$ cat src/rtl/sras_pkg.sv
package sras_pkg;

  // Output staging variant selected at build time
  typedef enum logic {
    SRAS_OUT_COMB = 1'b0,
    SRAS_OUT_REG  = 1'b1
  } sras_out_mode_e;

  localparam int SRAS_DEF_DATA_W = 32;
  localparam int SRAS_DEF_AMT_W  = 32;

endpackage

$ cat src/rtl/sras_barrel.sv
// Logarithmic right shifter with sign fill; reports whether any 1 bit
// fell off the low end in any stage.
module sras_barrel #(
  parameter int DATA_W  = 32,
  parameter int SHAMT_W = 5
) (
  input  logic [DATA_W-1:0]  value,
  input  logic [SHAMT_W-1:0] amt,
  output logic [DATA_W-1:0]  shifted,
  output logic               lost_any
);

  logic [DATA_W-1:0]  stg [SHAMT_W+1];
  logic [SHAMT_W-1:0] lost_vec;
  logic               sign_b;

  assign sign_b = value[DATA_W-1];
  assign stg[0] = value;

  for (genvar k = 0; k < SHAMT_W; k++) begin : g_stage
    localparam int STEP = 1 << k;
    logic [DATA_W-1:0] moved;
    assign moved       = {{STEP{sign_b}}, stg[k][DATA_W-1:STEP]};
    assign stg[k+1]    = amt[k] ? moved : stg[k];
    assign lost_vec[k] = amt[k] & (|stg[k][STEP-1:0]);
  end

  assign shifted  = stg[SHAMT_W];
  assign lost_any = |lost_vec;

endmodule

$ cat src/rtl/sras_resolve.sv
// Chooses between the in-range shift and sign saturation, and forms
// the carry for both cases.
module sras_resolve #(
  parameter int DATA_W = 32
) (
  input  logic [DATA_W-1:0] value,
  input  logic [DATA_W-1:0] shifted,
  input  logic              lost_any,
  input  logic              over,
  output logic [DATA_W-1:0] result,
  output logic              carry
);

  logic sign_b;
  logic body_nz;

  assign sign_b  = value[DATA_W-1];
  assign body_nz = |value[DATA_W-2:0];

  always_comb begin
    if (over) begin
      result = {DATA_W{sign_b}};
      carry  = sign_b & body_nz;
    end else begin
      result = shifted;
      carry  = sign_b & lost_any;
    end
  end

endmodule

$ cat src/rtl/sras_out_stage.sv
// Optional capture stage: result and carry share one enable.
module sras_out_stage
  import sras_pkg::*;
#(
  parameter int             DATA_W   = 32,
  parameter sras_out_mode_e OUT_MODE = SRAS_OUT_REG
) (
  input  logic              clk,
  input  logic              rst_n,
  input  logic              in_valid,
  input  logic [DATA_W-1:0] res_d,
  input  logic              carry_d,
  output logic              out_valid,
  output logic [DATA_W-1:0] out_result,
  output logic              out_carry
);

  if (OUT_MODE == SRAS_OUT_REG) begin : g_reg
    logic              vld_q, vld_n;
    logic [DATA_W-1:0] res_q, res_n;
    logic              ca_q, ca_n;
    logic              cap_en;

    assign cap_en = in_valid;

    always_comb begin
      vld_n = in_valid;
      res_n = res_q;
      ca_n  = ca_q;
      if (cap_en) begin
        res_n = res_d;
        ca_n  = carry_d;
      end
    end

    always_ff @(posedge clk or negedge rst_n) begin
      if (!rst_n) begin
        vld_q <= 1'b0;
        res_q <= '0;
        ca_q  <= 1'b0;
      end else begin
        vld_q <= vld_n;
        res_q <= res_n;
        ca_q  <= ca_n;
      end
    end

    assign out_valid  = vld_q;
    assign out_result = res_q;
    assign out_carry  = ca_q;
  end else begin : g_comb
    logic unused_clkrst;
    assign unused_clkrst = clk ^ rst_n;
    assign out_valid  = in_valid;
    assign out_result = res_d;
    assign out_carry  = carry_d;
  end

endmodule

$ cat src/rtl/sras_unit.sv
module sras_unit
  import sras_pkg::*;
#(
  parameter int             DATA_W   = SRAS_DEF_DATA_W,
  parameter int             AMT_W    = SRAS_DEF_AMT_W,
  parameter sras_out_mode_e OUT_MODE = SRAS_OUT_REG
) (
  input  logic              clk,
  input  logic              rst_n,
  input  logic              in_valid,
  input  logic [DATA_W-1:0] in_value,
  input  logic [AMT_W-1:0]  in_amount,
  output logic              out_valid,
  output logic [DATA_W-1:0] out_result,
  output logic              out_carry
);

  localparam int SHAMT_W = $clog2(DATA_W);
  localparam int OVER_B  = SHAMT_W;

  logic [SHAMT_W-1:0] amt_lo;
  logic               amt_over;
  logic               amt_unused_hi;
  logic [DATA_W-1:0]  shifted;
  logic               lost_any;
  logic [DATA_W-1:0]  res_c;
  logic               carry_c;

  assign amt_lo        = in_amount[SHAMT_W-1:0];
  assign amt_over      = in_amount[OVER_B];
  assign amt_unused_hi = ^in_amount[AMT_W-1:OVER_B+1];

  sras_barrel #(
    .DATA_W  (DATA_W),
    .SHAMT_W (SHAMT_W)
  ) u_barrel (
    .value    (in_value),
    .amt      (amt_lo),
    .shifted  (shifted),
    .lost_any (lost_any)
  );

  sras_resolve #(
    .DATA_W (DATA_W)
  ) u_resolve (
    .value    (in_value),
    .shifted  (shifted),
    .lost_any (lost_any),
    .over     (amt_over),
    .result   (res_c),
    .carry    (carry_c)
  );

  sras_out_stage #(
    .DATA_W   (DATA_W),
    .OUT_MODE (OUT_MODE)
  ) u_out (
    .clk        (clk),
    .rst_n      (rst_n),
    .in_valid   (in_valid),
    .res_d      (res_c),
    .carry_d    (carry_c),
    .out_valid  (out_valid),
    .out_result (out_result),
    .out_carry  (out_carry)
  );

endmodule

$ cat config.mk
export PLATFORM = sky130hd
export DESIGN_NAME = sras_unit
export DESIGN_NICKNAME = d
export VERILOG_FILES = /design/src/rtl/sras_pkg.sv /design/src/rtl/sras_barrel.sv /design/src/rtl/sras_resolve.sv /design/src/rtl/sras_out_stage.sv /design/src/rtl/sras_unit.sv
export SDC_FILE = /design/constraint.sdc
export NUM_CORES = 1
export LEC_CHECK = 0
export CAP_MARGIN = 20
export CORE_MARGIN = 5
export CORE_UTILIZATION = 52
export DETAILED_ROUTE_END_ITERATION = 16
export HOLD_SLACK_MARGIN = 0.08
export PLACE_DENSITY = 0.89
export SLEW_MARGIN = 20
export SYNTH_ARGS = -nofsm -noshare
export SYNTH_HDL_FRONTEND = slang
export SYNTH_SLANG_ARGS = --single-unit
$ cat constraint.sdc
create_clock -name clk -period 1.95 [get_ports clk]
set_input_delay 0.195 -clock clk [delete_from_list [all_inputs] [get_ports clk]]
set_output_delay 0.195 -clock clk [all_outputs]
set_load 0.02 [all_outputs]
==> impl_metrics.tcl <==
set metrics [dict create \
    status "finished, violations left" \
    violations "negative setup slack" \
    cp_slowest_cell "mux4_2" \
    crit_type "in2reg" \
    holdWs_ps 315 \
    totalWireLength_um 10700 \
    clk_pin_slew_worst_paths_ps 80 \
    fp.dieArea_um2 8130 \
    cp_max_fo 5 \
    start_kind "input port" \
    place.gp.congestion 0.952 \
    drc 0 \
    numCtsBuffers 5 \
    port_buffers 74 \
    peakVddDrop_uv 448 \
    cts.path.max_buffers 2 \
    max-slew-margin-rel_pct 61.9 \
    hold_buffers 0 \
    rows 29 \
    yosys_warnings 0 \
    drt_iter0_drc 361 \
    highest_layer "met4" \
    critPathArrivalTime_ps 2220 \
    grt_pass1_vias 3254 \
    yosys-top-cells-area "dfrtp_1 (25%), mux4_2 (16%), mux2_2 (9.8%)" \
    crit_path_end_kind "flop" \
    grt_antenna_before_repair 1 \
    io_pins 101 \
    synth_top_area_share_pct 25.5 \
    met3_length_um 705 \
    finalHoldViolations 0 \
    setup_viol 1 \
    min_path_type "in2async" \
    ff2ff_path_depth 3 \
    dr_wl_met2_um 5460 \
    fin_tns_setup_ps -107 \
    post-place-ws_ps -509 \
    max_stage_delay_ps 530 \
    netlist_area_um2 3340 \
    drtAntennaViolNets 0 \
    tritoncts "yes" \
    worst_pin_slew_ps 566 \
    max_freq_mhz 486 \
    grt_max_degree 54 \
    initial_core_util_pct 52.9 \
    static-leakage-power_nw 2.03 \
    wl_per_cell_um 20.3 \
    cap_violations 0 \
    path_cells "dlygate4sd2_1 -> mux4_2 -> mux2i_1 -> nor2b_1 -> a22oi_2 -> a2111oi_2 -> o21ai_1" \
    drt-met1-wl_um 4190 \
    p_per_area_nw_per_um2 563 \
    drv_slew 0 \
    cts_max_level 2 \
    clk_latency_ps 280 \
    die_w_um 90.2 \
    final_util_pct 77.0 \
    ys_seq_elements 34 \
    dp_hpwl_um 7630 \
    vias 3341 \
    synth_area_leader_cell "dfrtp_1" \
    cts_sinks 34 \
    syn_nets 399 \
    total_power_w 0.00274 \
    dr.pass1.iters 5 \
    layout_commonest_cell "buf_4" \
    nets 513 \
    area_growth_pct 45.5 \
    drive_gt1_share_pct 34.2 \
    setup_slack_ps -107 \
    fp.dieH_um 90.2 \
    yosysUniqueCellTypes 44 \
    final_cell_mix "buf_4 (51), clkdlybuf4s50_1 (40), dfrtp_1 (34)" \
    grt_pass1_wl_um 16500 \
    avgSynthCellArea_um2 10.1 \
    overflow 0 \
    coreArea_um2 6310 \
    yosysSeqAreaShare_pct 25.5 \
    critical_path_required_ps 2110 \
    synthCells 332 \
    root_buffer "clkbuf_8" \
    viasPerCell 6.36 \
    track_usage_pct 24.5 \
    finalCriticalPeriod_ps 2060 \
    fin_skew_ps 0 \
    fin_crit_sh_pct 106 \
]
[kinds of logic (layout without fill, tap and decap cells)]
family                 after synthesis  count (layout)  synth area share (%)
buffers and inverters               48             163                  6.25
AND/OR/NAND/NOR                     72              72                  10.6
other                                0               1                     0
flip-flops                          34              34                  25.5
AO/OA/AOI/OAI                       88              88                  17.8
multiplexers                        90              90                  39.9
[sequential cells by signal (all words and copies together) (netlist names)]
| signal | count |
|---|---|
| u_out.out_result | 32 |
| u_out.out_carry | 1 |
| u_out.out_valid | 1 |
[through the flow]
step | cells | instance area [µm²]
floorplan | 332 | 3350
global placement | 506 | 4520
finish | 525 | 4860
detailed placement | 506 | 4520
CTS | 518 | 4700
global route | 525 | 4860
[where the power goes]
part	switching (W)	internal, W	leakage (nW)
clock	0.000273	0.000284	0.0472
combinational	0.000658	0.000685	1.59
sequential	0.0000479	0.000790	0.396
total	0.000978	0.00176	2.03
[worst max-delay path: cells and delay by family]
kind / cells / cell delay (ps)
AO/OA/AOI/OAI: 3 / 550
buffers and inverters: 1 / 300
AND/OR/NAND/NOR: 1 / 280
multiplexers: 2 / 890
[final timing paths]
kind	start	end	slack, ps
worst max-delay path	in_value[17]	u_out.out_carry	-110
worst min-delay path	rst_n	u_out.out_result[8]	320
worst max register to register	u_out.out_carry	u_out.out_carry	1080
worst min register to register	u_out.out_result[9]	u_out.out_result[9]	490
max in group asynchronous	rst_n	u_out.out_result[21]	1320
min in group clk	u_out.out_result[9]	u_out.out_result[9]	490
[Yosys cell counts (all sizes together)]
| library cell | count |
|---|---|
| nor2b | 4 |
| a211oi | 13 |
| nand2 | 10 |
| a2111oi | 2 |
| nand2b | 4 |
| a22oi | 1 |
| or3b | 1 |
| dfrtp | 34 |
| a31oi | 4 |
| or3 | 1 |
| nor2 | 31 |
| a21oi | 23 |
| a311oi | 1 |
| nor3 | 4 |
| o21a | 5 |
| a211o | 3 |
| buf | 10 |
| mux2 | 33 |
| o211ai | 2 |
| o311ai | 5 |
| nor4 | 10 |
| mux4 | 29 |
| and2 | 1 |
| clkbuf | 21 |
| nor3b | 1 |
| o21ai | 13 |
| a41oi | 1 |
| inv | 17 |
| a21o | 1 |
| nor4b | 1 |
| nand4 | 4 |
| o22a | 1 |
| o22ai | 10 |
| o2111ai | 1 |
| mux2i | 28 |
| o31ai | 2 |
[metal layers]
metal	GRT usage (%)	up-vias
li1	-	1531
met1	31.6	1600
met2	41.7	176
met3	3.84	34
met4	8.06	0
met5	0	-
[layout make-up]
| cell class | instances | area [µm²] |
|---|---|---|
| well taps | 77 | 96.3 |
| flip-flops and latches | 34 | 851 |
| diodes | 1 | 2.50 |
| multi-input cells | 250 | 2400 |
| fillers | 424 | 1450 |
| repair buffers | 138 | 1350 |
| inverters | 17 | 63.8 |
| clock inverters | 2 | 12.5 |
| clock buffers | 6 | 82.6 |
[what timing repair did]
item,4_1_cts,5_1_grt
setup buffers,2,6
setup endpoints to repair,22,13
resized for setup,53,38
pin swaps,10,6
gates cloned,2,0
No activity file was read; power rests on OpenSTA's default activity.
